**src/rtl/hs_modn_pkg.sv**
```systemverilog
package hs_modn_pkg;

   // base cell: one count cycle, then one terminal cycle
   typedef enum logic [2:0] {
      BS_START,
      BS_A_UP,
      BS_A_DOWN,
      BS_B_UP,
      BS_B_DOWN
   } base_state_t;

   // header cell states
   typedef enum logic [3:0] {
      HS_START,
      HS_LEAD_UP,
      HS_LEAD_DOWN,
      HS_CHOOSE,
      HS_P1_UP,
      HS_P1_DOWN,
      HS_P2_UP,
      HS_P2_DOWN,
      HS_PAIR_ACK,
      HS_B_UP,
      HS_B_DOWN,
      HS_TERM_ACK
   } hdr_state_t;

   // number of header cells: binary digits of n below the top one
   function automatic int chain_depth(input int n);
      int d;
      d = 0;
      while ((n >> (d + 1)) != 0) d++;
      return d;
   endfunction

endpackage

```
**src/rtl/hs_modn_base.sv**
```systemverilog
module hs_modn_base
   import hs_modn_pkg::*;
(
   input  logic clk,
   input  logic rst_n,
   output logic up_a_req,
   input  logic up_a_ack,
   output logic up_b_req,
   input  logic up_b_ack
);

   base_state_t st, st_nx;

   always_ff @(posedge clk) begin
      if (!rst_n) st <= BS_START;
      else        st <= st_nx;
   end

   always_comb begin
      st_nx = st;
      unique case (st)
         BS_START:  st_nx = BS_A_UP;
         BS_A_UP:   if (up_a_ack)  st_nx = BS_A_DOWN;
         BS_A_DOWN: if (!up_a_ack) st_nx = BS_B_UP;
         BS_B_UP:   if (up_b_ack)  st_nx = BS_B_DOWN;
         BS_B_DOWN: if (!up_b_ack) st_nx = BS_A_UP;
         default:   st_nx = BS_START;
      endcase
   end

   assign up_a_req = (st == BS_A_UP);
   assign up_b_req = (st == BS_B_UP);

   a_r2_base_hold: assert property (@(posedge clk) disable iff (!rst_n)
      up_a_req && !up_a_ack |=> up_a_req);
   a_r3_base_hold: assert property (@(posedge clk) disable iff (!rst_n)
      up_b_req && !up_b_ack |=> up_b_req);
   a_r3_base_rtz: assert property (@(posedge clk) disable iff (!rst_n)
      !up_b_req && up_b_ack |=> !up_b_req);

endmodule

```
**src/rtl/hs_modn_header.sv**
```systemverilog
module hs_modn_header
   import hs_modn_pkg::*;
#(
   parameter bit LOW_BIT = 1'b0
)(
   input  logic clk,
   input  logic rst_n,
   // toward the parent (active)
   output logic up_a_req,
   input  logic up_a_ack,
   output logic up_b_req,
   input  logic up_b_ack,
   // toward the sub-counter (passive)
   input  logic dn_a_req,
   output logic dn_a_ack,
   input  logic dn_b_req,
   output logic dn_b_ack
);

   hdr_state_t st, st_nx, loop_head;

   generate
      if (LOW_BIT) begin : g_odd
         assign loop_head = HS_LEAD_UP;
      end else begin : g_even
         assign loop_head = HS_CHOOSE;
      end
   endgenerate

   always_ff @(posedge clk) begin
      if (!rst_n) st <= HS_START;
      else        st <= st_nx;
   end

   always_comb begin
      st_nx = st;
      unique case (st)
         HS_START:     st_nx = loop_head;
         HS_LEAD_UP:   if (up_a_ack)  st_nx = HS_LEAD_DOWN;
         HS_LEAD_DOWN: if (!up_a_ack) st_nx = HS_CHOOSE;
         HS_CHOOSE: begin
            if (dn_a_req)      st_nx = HS_P1_UP;
            else if (dn_b_req) st_nx = HS_B_UP;
         end
         HS_P1_UP:     if (up_a_ack)  st_nx = HS_P1_DOWN;
         HS_P1_DOWN:   if (!up_a_ack) st_nx = HS_P2_UP;
         HS_P2_UP:     if (up_a_ack)  st_nx = HS_P2_DOWN;
         HS_P2_DOWN:   if (!up_a_ack) st_nx = HS_PAIR_ACK;
         HS_PAIR_ACK:  if (!dn_a_req) st_nx = HS_CHOOSE;
         HS_B_UP:      if (up_b_ack)  st_nx = HS_B_DOWN;
         HS_B_DOWN:    if (!up_b_ack) st_nx = HS_TERM_ACK;
         HS_TERM_ACK:  if (!dn_b_req) st_nx = loop_head;
         default:      st_nx = HS_START;
      endcase
   end

   assign up_a_req = (st == HS_LEAD_UP) || (st == HS_P1_UP) || (st == HS_P2_UP);
   assign up_b_req = (st == HS_B_UP);
   assign dn_a_ack = (st == HS_PAIR_ACK);
   assign dn_b_ack = (st == HS_TERM_ACK);

   a_r2_hdr_hold: assert property (@(posedge clk) disable iff (!rst_n)
      up_a_req && !up_a_ack |=> up_a_req);
   a_r2_hdr_rtz: assert property (@(posedge clk) disable iff (!rst_n)
      !up_a_req && up_a_ack |=> !up_a_req);
   a_r3_hdr_hold: assert property (@(posedge clk) disable iff (!rst_n)
      up_b_req && !up_b_ack |=> up_b_req);
   // the sub-counter offers only one alternative at a time
   a_r5_sub_excl: assert property (@(posedge clk) disable iff (!rst_n)
      !(dn_a_req && dn_b_req));
   a_r2_sub_ack_hold: assert property (@(posedge clk) disable iff (!rst_n)
      dn_a_ack && dn_a_req |=> dn_a_ack);

endmodule

```
**src/rtl/hs_modn_counter.sv**
```systemverilog
module hs_modn_counter
   import hs_modn_pkg::*;
#(
   parameter int MOD_N = 6
)(
   input  logic clk,
   input  logic rst_n,
   output logic a_req,
   input  logic a_ack,
   output logic b_req,
   input  logic b_ack
);

   localparam int DEPTH = chain_depth(MOD_N);
   localparam int CW    = $clog2(MOD_N + 2);

   generate
      if (MOD_N < 1) begin : g_bad_n
         $error("hs_modn_counter: MOD_N must be at least 1");
      end
   endgenerate

   // level 0 is the outer channel pair, level DEPTH is served by the base
   logic [DEPTH:0] lv_a_req, lv_a_ack, lv_b_req, lv_b_ack;

   assign lv_a_ack[0] = a_ack;
   assign lv_b_ack[0] = b_ack;
   assign a_req       = lv_a_req[0];
   assign b_req       = lv_b_req[0];

   generate
      for (genvar i = 0; i < DEPTH; i++) begin : g_hdr
         hs_modn_header #(
            .LOW_BIT(((MOD_N >> i) & 1) != 0)
         ) u_hdr (
            .clk      (clk),
            .rst_n    (rst_n),
            .up_a_req (lv_a_req[i]),
            .up_a_ack (lv_a_ack[i]),
            .up_b_req (lv_b_req[i]),
            .up_b_ack (lv_b_ack[i]),
            .dn_a_req (lv_a_req[i+1]),
            .dn_a_ack (lv_a_ack[i+1]),
            .dn_b_req (lv_b_req[i+1]),
            .dn_b_ack (lv_b_ack[i+1])
         );
      end
   endgenerate

   hs_modn_base u_base (
      .clk      (clk),
      .rst_n    (rst_n),
      .up_a_req (lv_a_req[DEPTH]),
      .up_a_ack (lv_a_ack[DEPTH]),
      .up_b_req (lv_b_req[DEPTH]),
      .up_b_ack (lv_b_ack[DEPTH])
   );

   // checker state: completed count handshakes in the current frame
   logic          ack_q, bak_q;
   logic [CW-1:0] frame_cnt;

   always_ff @(posedge clk) begin
      if (!rst_n) begin
         ack_q     <= 1'b0;
         bak_q     <= 1'b0;
         frame_cnt <= '0;
      end else begin
         ack_q <= a_ack;
         bak_q <= b_ack;
         if (bak_q && !b_ack)               frame_cnt <= '0;
         else if (ack_q && !a_ack && !a_req) frame_cnt <= frame_cnt + 1'b1;
      end
   end

   a_r4_frame_len: assert property (@(posedge clk) disable iff (!rst_n)
      $rose(b_req) |-> (frame_cnt == CW'(MOD_N)));
   a_r5_excl: assert property (@(posedge clk) disable iff (!rst_n)
      !(a_req && b_req));
   a_r5_idle_at_b: assert property (@(posedge clk) disable iff (!rst_n)
      $rose(b_req) |-> !a_ack);
   a_r1_quiet: assert property (@(posedge clk)
      !rst_n |=> !a_req && !b_req);

endmodule

```
**config.mk**
```make
export PLATFORM = sky130hd
export DESIGN_NAME = hs_modn_counter
export DESIGN_NICKNAME = d
export VERILOG_FILES = /design/src/rtl/hs_modn_pkg.sv /design/src/rtl/hs_modn_base.sv /design/src/rtl/hs_modn_header.sv /design/src/rtl/hs_modn_counter.sv
export SDC_FILE = /design/constraint.sdc
export NUM_CORES = 1
export LEC_CHECK = 0
export CORE_UTILIZATION = 44
export DETAILED_ROUTE_END_ITERATION = 16
export DONT_BUFFER_PORTS = 1
export SLEW_MARGIN = 20
export SYNTH_ARGS = -nofsm -noshare
export SYNTH_HDL_FRONTEND = slang
export SYNTH_SLANG_ARGS = --single-unit
```
**constraint.sdc**
```tcl
create_clock -name clk -period 2.45 [get_ports clk]
set_input_delay 0.49 -clock clk [delete_from_list [all_inputs] [get_ports clk]]
set_output_delay 0.49 -clock clk [all_outputs]
set_load 0.02 [all_outputs]
```
==> results of run 1 <==
-- through the flow --
stage	hold WS (ns)	area [um^2]	total power [mW]
after floorplan	0.515	933	0.703
after global placement	0.573	906	0.732
after CTS	0.324	932	0.868
final	0.322	932	0.870
after detailed placement	0.578	906	0.737
after global routing	0.340	932	0.947
-- layer usage --
metal | vias up | part of all wire [%] | global-route usage [%]
met2 | 30 | 41 | 26.2
met1 | 387 | 50 | 31.8
met5 | - | 0 | 0
met4 | 0 | 1.6 | 8.33
met3 | 4 | 7.1 | 3.77
li1 | 436 | - | -
-- worst reg2reg max path: stages (launching register included) --
cell	delay, ns
dfxtp_1	0.66
nand2_1	0.28
nor3_1	0.28
a211oi_2	0.06
o211ai_2	0.28
mux2i_1	0.21
-- cells in the mapped netlist, types with 2 or more instances --
library cell,instances,share of area [%]
buf_2,4,2.1
nor2b_1,2,1.3
dfxtp_1,11,24
nor3b_1,2,1.6
o21bai_1,2,1.6
inv_1,6,2.4
nand2_1,17,6.8
nor3_1,3,1.6
clkbuf_1,2,0.80
mux2i_1,6,6.4
buf_4,3,2.4
xnor2_1,2,1.9
o211ai_1,2,1.6
a21oi_1,6,3.2
nand2b_1,6,4.0
nor2_1,10,4.0
o31ai_1,3,2.4
o21ai_0,12,6.4
and3_1,2,1.3
nand3_1,3,1.6
-- sequential cells by signal, summed over array words and instances (netlist names) --
signal,count
g_hdr.u_hdr.st,8
u_base.st,3
-- worst max path at each step --
| stage | end | slack [ns] |
|---|---|---|
| after detailed placement | a_req | 0.63 |
| final | a_req | 0.33 |
| after CTS | a_req | 0.33 |
| after global placement | a_req | 0.68 |
| after global routing | a_req | 0.21 |
| after floorplan | a_req | 0.75 |
-- final cells by class --
class	count	area, um^2	area share [%]
well taps	27	33.8	3.62
inverters	6	22.5	2.42
multi-input cells	98	629	67.5
flip-flops and latches	11	220	23.6
clock buffers	4	26.3	2.82
-- cell families (layout without fill, tap and decap cells) --
| logic type | count (synthesis) | after routing |
|---|---|---|
| multiplexers | 7 | 7 |
| buffers and inverters | 16 | 10 |
| XOR/XNOR | 2 | 2 |
| AO/OA/AOI/OAI | 36 | 36 |
| AND/OR/NAND/NOR | 53 | 53 |
| flip-flops | 11 | 11 |
-- power breakdown --
part           internal [mW]  switching, mW
clock network         0.0632         0.0674
logic                  0.192          0.200
registers              0.220          0.129
total                  0.474          0.396
==> load_flow_metrics.sql, run 1 <==
INSERT INTO impl_metrics (metric_group, metric, value, unit) VALUES
('final_layout', 'final_layout_size_suffix_gt1_share', '9.24', '%'),
('floorplanning', 'core_area', '1980', 'um^2'),
('timing', 'timing.max_slew.rel_slack', '64.3', '%'),
('drt', 'drt.antenna.violating_nets', '0', ''),
('critical_path', 'worstRegToRegCells', '5', ''),
('placed_design', 'dpl.cell_count', '142', ''),
('critical_path', 'highest_delay_cell_along_the_critical_path', 'dfxtp_1', ''),
('outcome', 'run_status', 'finished, final reports clean', ''),
('yosys', 'netlist_area', '933', 'um^2'),
('final_layout', 'mostFrequentLayoutCells', 'nand2_1 (17), o21ai_0 (12), dfxtp_1 (11), nor2_1 (10)', ''),
('clock_network', 'cts_max_level', '1', ''),
('final_layout', 'nFillCells', '190', ''),
('floorplanning', 'initial_utilization', '47.1', '%'),
('critical_path', 'cp_top_family', 'flip-flops', ''),
('timing', 'timing_max_transition_violations_final', '0', ''),
('final_layout', 'nNetsFinal', '124', ''),
('yosys', 'synth_edf_count', '0', ''),
('final_layout', 'post_layout_util', '47.0', '%'),
('critical_path', 'worst-path-max-fanout', '13', ''),
('critical_path', 'r2r_slack', '0.61', 'ns'),
('yosys', 'postSynthRegisterBits', '11', ''),
('critical_path', 'critical_path.cell_chain', 'nand2_1 > mux2_2 > nor2_1', ''),
('drt', 'vias', '857', ''),
('timing', 'worst_pin_slew', '0.534', 'ns'),
('clock_network', 'post_cts_buffers', '0', ''),
('critical_path', 'worstSetupEndpointType', 'output pin', ''),
('critical_path', 'critical_path_required', '1.96', 'ns'),
('final_layout', 'mostFrequentLayoutCell', 'nand2_1', ''),
('yosys', 'synth_cells', '125', ''),
('clock_network', 'cts_num_sinks', '11', ''),
('clock_network', 'clkTransAtPathRegs', '0.08', 'ns'),
('critical_path', 'worstSetupStartpoint', 'g_hdr[0].u_hdr.st[0]$_SDFFE_PN0P_', ''),
('power', 'vdd_ir_drop_max', '0.000442', 'V'),
('global_route', 'grt_max_degree', '18', ''),
('timing', 'finalSetupViolCount', '0', ''),
('critical_path', 'worst-setup-path-type', 'flip-flop to output pin', ''),
('hold_path', 'hold_start', 'rst_n', ''),
('timing', 'totalNegativeSetupSlack', '0', 'ns'),
('power', 'power.leakage', '0.333', 'nW'),
('yosys', 'synth_top_flop_cell', 'dfxtp_1', ''),
('timing', 'highest_attainable_clock_frequency', '471', 'MHz'),
('placed_design', 'io_buffers', '0', ''),
('global_route', 'groute.usage.overall', '20.3', '%'),
('clock_network', 'cts_buffers', '3', ''),
('clock_network', 'cts_tree', 'done', ''),
('global_route', 'grt_pass1_wl', '3280', 'um'),
('power', 'power_density', '934', 'nW/um^2'),
('critical_path', 'r2r-end', 'g_hdr[1].u_hdr.st[1]$_SDFFE_PN0P_', ''),
('drt', 'detailedRoute.firstIterationViolations', '35', ''),
('placed_design', 'detailed_place_hpwl', '1330', 'um'),
('yosys', 'mappedNetlistNets', '129', ''),
('hold_path', 'hold_path.class', 'input pin to flip-flop', ''),
('global_route', 'grt_pass1_vias', '713', ''),
('timing', 'timing.final.hold_violations', '0', ''),
('drt', 'detail_routed_net_length_per_standard_cell', '13.4', 'um'),
('clock_network', 'cts-root-to-sink-buffers', '2', ''),
('floorplanning', 'floorplan.rows', '16', ''),
('clock_network', 'post_cts_resize_count', '0', ''),
('yosys', 'main_combinational_cell_family_by_area_after_synthesis', 'simple AND/OR/NAND/NOR gates', ''),
('placed_design', 'place_worst_setup_slack', '0.632', 'ns'),
('final_layout', 'final_cells', '146', ''),
('drt', 'routed_via_density', '5.87', ''),
('floorplanning', 'num_io_pins', '6', ''),
('drt', 'drtPass1Iterations', '4', ''),
('yosys', 'synth_xor_xnor_area_share', '1.88', '%'),
('final_layout', 'area_growth_syn_to_layout', '-0.134', '%'),
('floorplanning', 'fp.dieArea', '2310', 'um^2'),
('clock_network', 'cts_hold_repair.buffers', '0', ''),
('final_layout', 'insertedDiodeCount', '0', ''),
('yosys', 'synth_simple_gate_area_share', '31.1', '%'),
('timing', 'timing.clock.skew', '0.00237', 'ns');
(Power assumes the default switching activity.)
==> inputs of run 2 (changes only) <==
Settings changed: BUFFER_PORTS_ARGS from default to -buffer_cell sky130_fd_sc_hd__buf_2, DONT_BUFFER_PORTS 1 to default.
==> load_flow_metrics.sql, run 2 (synthesis gave the netlist of run 1 again) <==
INSERT INTO impl_metrics (metric_group, metric, value, unit) VALUES
('clock_network', 'cts_tree', 'done', ''),
('final_layout', 'multiInputGateArea', '629', 'um^2'),
('placed_design', 'detailed_place_hpwl', '1400', 'um'),
('final_layout', 'insertedDiodeCount', '0', ''),
('global_route', 'groute.usage.overall', '20.7', '%'),
('clock_network', 'cts_buffers', '3', ''),
('drt', 'detailedRoute.firstIterationViolations', '32', ''),
('final_layout', 'largest_register_ffs', '8', ''),
('drt', 'post-route-drc-count', '0', ''),
('critical_path', 'data_arrival_time_of_the_critical_path', '1.62', 'ns'),
('placed_design', 'io_buffers', '5', ''),
('drt', 'detail_route.wirelength', '1960', 'um'),
('timing', 'timing.clock.skew', '0.00230', 'ns'),
('run', 'max_cap_viol_count', '0', ''),
('placed_design', 'place_worst_setup_slack', '0.666', 'ns'),
('timing', 'highest_attainable_clock_frequency', '474', 'MHz'),
('power', 'power.leakage', '0.358', 'nW'),
('floorplanning', 'core_area', '1980', 'um^2'),
('critical_path', 'critical_path_required', '1.96', 'ns'),
('final_layout', 'max_flop_register', 'g_hdr.u_hdr.st', ''),
('final_layout', 'nNetsFinal', '129', ''),
('power', 'power_frac_comb', '45.8', '%'),
('final_layout', 'largest_registers', 'g_hdr.u_hdr.st x8, u_base.st x3', ''),
('power', 'power.internal', '0.479', 'mW'),
('clock_network', 'post_cts_resize_count', '0', ''),
('clock_network', 'clk_latency', '0.28', 'ns'),
('floorplanning', 'fp.dieArea', '2310', 'um^2'),
('clock_network', 'cts-root-to-sink-buffers', '2', ''),
('outcome', 'run_status', 'finished, final reports clean', ''),
('floorplanning', 'initial_utilization', '47.1', '%'),
('power', 'switching_share', '46.0', '%'),
('timing', 'rsz0062_at_grt', 'no', ''),
('timing', 'timing.max_slew.rel_slack', '66.5', '%'),
('timing', 'worst_pin_slew', '0.502', 'ns'),
('critical_path', 'worst-setup-path-type', 'flip-flop to output pin', ''),
('final_layout', 'final_layout_size_suffix_gt1_share', '13.7', '%'),
('clock_network', 'cts_hold_repair.buffers', '0', ''),
('power', 'vdd_ir_drop_max', '0.000529', 'V'),
('drt', 'vias', '849', ''),
('clock_network', 'post_cts_buffers', '0', ''),
('power', 'power_density', '926', 'nW/um^2'),
('critical_path', 'cp_startpoint_kind', 'flip-flop', ''),
('drt', 'routed_via_density', '5.62', ''),
('timing', 'finalSetupViolCount', '0', ''),
('clock_network', 'cts_num_sinks', '11', ''),
('final_layout', 'nFillCells', '192', ''),
('floorplanning', 'height_of_the_die', '48.1', 'um'),
('final_layout', 'area_growth_syn_to_layout', '2.68', '%'),
('final_layout', 'finish.instance_area', '958', 'um^2'),
('placed_design', 'dpl_cell_area', '931', 'um^2'),
('clock_network', 'clock_tree.root_cell', 'clkbuf_4', ''),
('hold_path', 'hold_path.class', 'input pin to flip-flop', ''),
('drt', 'drtPass1Iterations', '4', ''),
('timing', 'worst_slack', '0.339', 'ns'),
('drt', 'detail_routed_net_length_per_standard_cell', '13.0', 'um'),
('floorplanning', 'die_x', '48.1', 'um'),
('global_route', 'grt_pass1_wl', '3330', 'um'),
('final_layout', 'mostFrequentLayoutCells', 'nand2_1 (17), o21ai_0 (12), dfxtp_1 (11), nor2_1 (10)', ''),
('drt', 'drt.antenna.violating_nets', '0', ''),
('floorplanning', 'num_io_pins', '6', ''),
('global_route', 'grt_remaining_overflow', '0', ''),
('timing', 'timing.final.hold_violations', '0', ''),
('final_layout', 'ff_latch_area', '220', 'um^2'),
('power', 'power.sequential.fraction', '39.5', '%'),
('timing', 'layout_min_cycle_time', '2.11', 'ns'),
('critical_path', 'worstSetupEndpointType', 'output pin', ''),
('power', 'p_switching', '0.408', 'mW'),
('placed_design', 'gp_congestion', '0.853', ''),
('global_route', 'grt_pass1_vias', '760', ''),
('timing', 'totalNegativeSetupSlack', '0', 'ns'),
('floorplanning', 'floorplan.rows', '16', ''),
('global_route', 'grt_max_degree', '18', ''),
('timing', 'timing_max_transition_violations_final', '0', ''),
('clock_network', 'cts_max_level', '1', ''),
('global_route', 'grt_antenna_before_repair', '0', ''),
('clock_network', 'clkTransAtPathRegs', '0.08', 'ns'),
('power', 'power.share.clock', '14.7', '%'),
('critical_path', 'worst-path-max-fanout', '13', ''),
('final_layout', 'mostFrequentLayoutCell', 'nand2_1', ''),
('timing', 'finalCritPeriodShare', '86.1', '%'),
('power', 'finalPower', '0.887', 'mW');
## run 2: changes by cell type in the layout (fill, tap and decap cells not counted)
cell | previous run | this run
buf_2 | 0 | 5
clkinv_2 | 0 | 1
clkbuf_1 | 1 | 0
## run 2: metal layers
| metal | vias to the layer above | track usage, % | wire [um] |
|---|---|---|---|
| met5 | - | 0 | 0 |
| met4 | 0 | 4.44 | 7 |
| met2 | 22 | 29.7 | 854 |
| li1 | 444 | - | - |
| met1 | 381 | 29.8 | 981 |
| met3 | 2 | 7.17 | 120 |
## run 2: cell type report
class                   count  share of cell area (%)
clock inverters             1                   0.522
well taps                  27                    3.52
multi-input cells          98                    65.7
repair buffers              5                    2.61
clock buffers               3                    2.35
flip-flops and latches     11                    23.0
inverters                   6                    2.35
## run 2: final timing paths
check / cells after the start / start / to / slack (ns)
setup / recovery: 4 / g_hdr[0].u_hdr.st[0]$_SDFFE_PN0P_ / a_req / 0.34
hold / removal: 3 / rst_n / u_base.st[0]$_SDFFE_PN0P_ / 0.58
setup reg to reg: 5 / g_hdr[0].u_hdr.st[0]$_SDFFE_PN0P_ / g_hdr[0].u_hdr.st[0]$_SDFFE_PN0P_ / 0.59
hold reg to reg: 2 / u_base.st[1]$_SDFFE_PN0P_ / u_base.st[1]$_SDFFE_PN0P_ / 0.59
## run 2: per-stage QoR
| step | hold slack [ns] | std cells | util, % |
|---|---|---|---|
| 6_report | 0.577 | 151 | 48.4 |
| 5_1_grt | 0.600 | 151 | 48.4 |
| 4_1_cts | 0.579 | 151 | 48.4 |
| 3_5_place_dp | 0.571 | 147 | 47.0 |
| 3_3_place_gp | 0.561 | 147 | 47.0 |
| 2_1_floorplan | 0.515 | 125 | - |
## run 2: critical path: stages (launching register included)
cell	delay, ns
dfxtp_1	0.64
nand2_1	0.17
mux2_2	0.29
nor2_1	0.08
buf_2	0.16
## run 2: power groups by stage
| stage | clock network (mW) | registers [mW] | logic (mW) |
|---|---|---|---|
| finish | 0.131 | 0.350 | 0.406 |
| global route | 0.144 | 0.363 | 0.455 |
| CTS | 0.140 | 0.345 | 0.404 |
| detailed placement | 0 | 0.349 | 0.403 |
| global placement | 0 | 0.347 | 0.400 |
| floorplan | 0 | 0.253 | 0.450 |
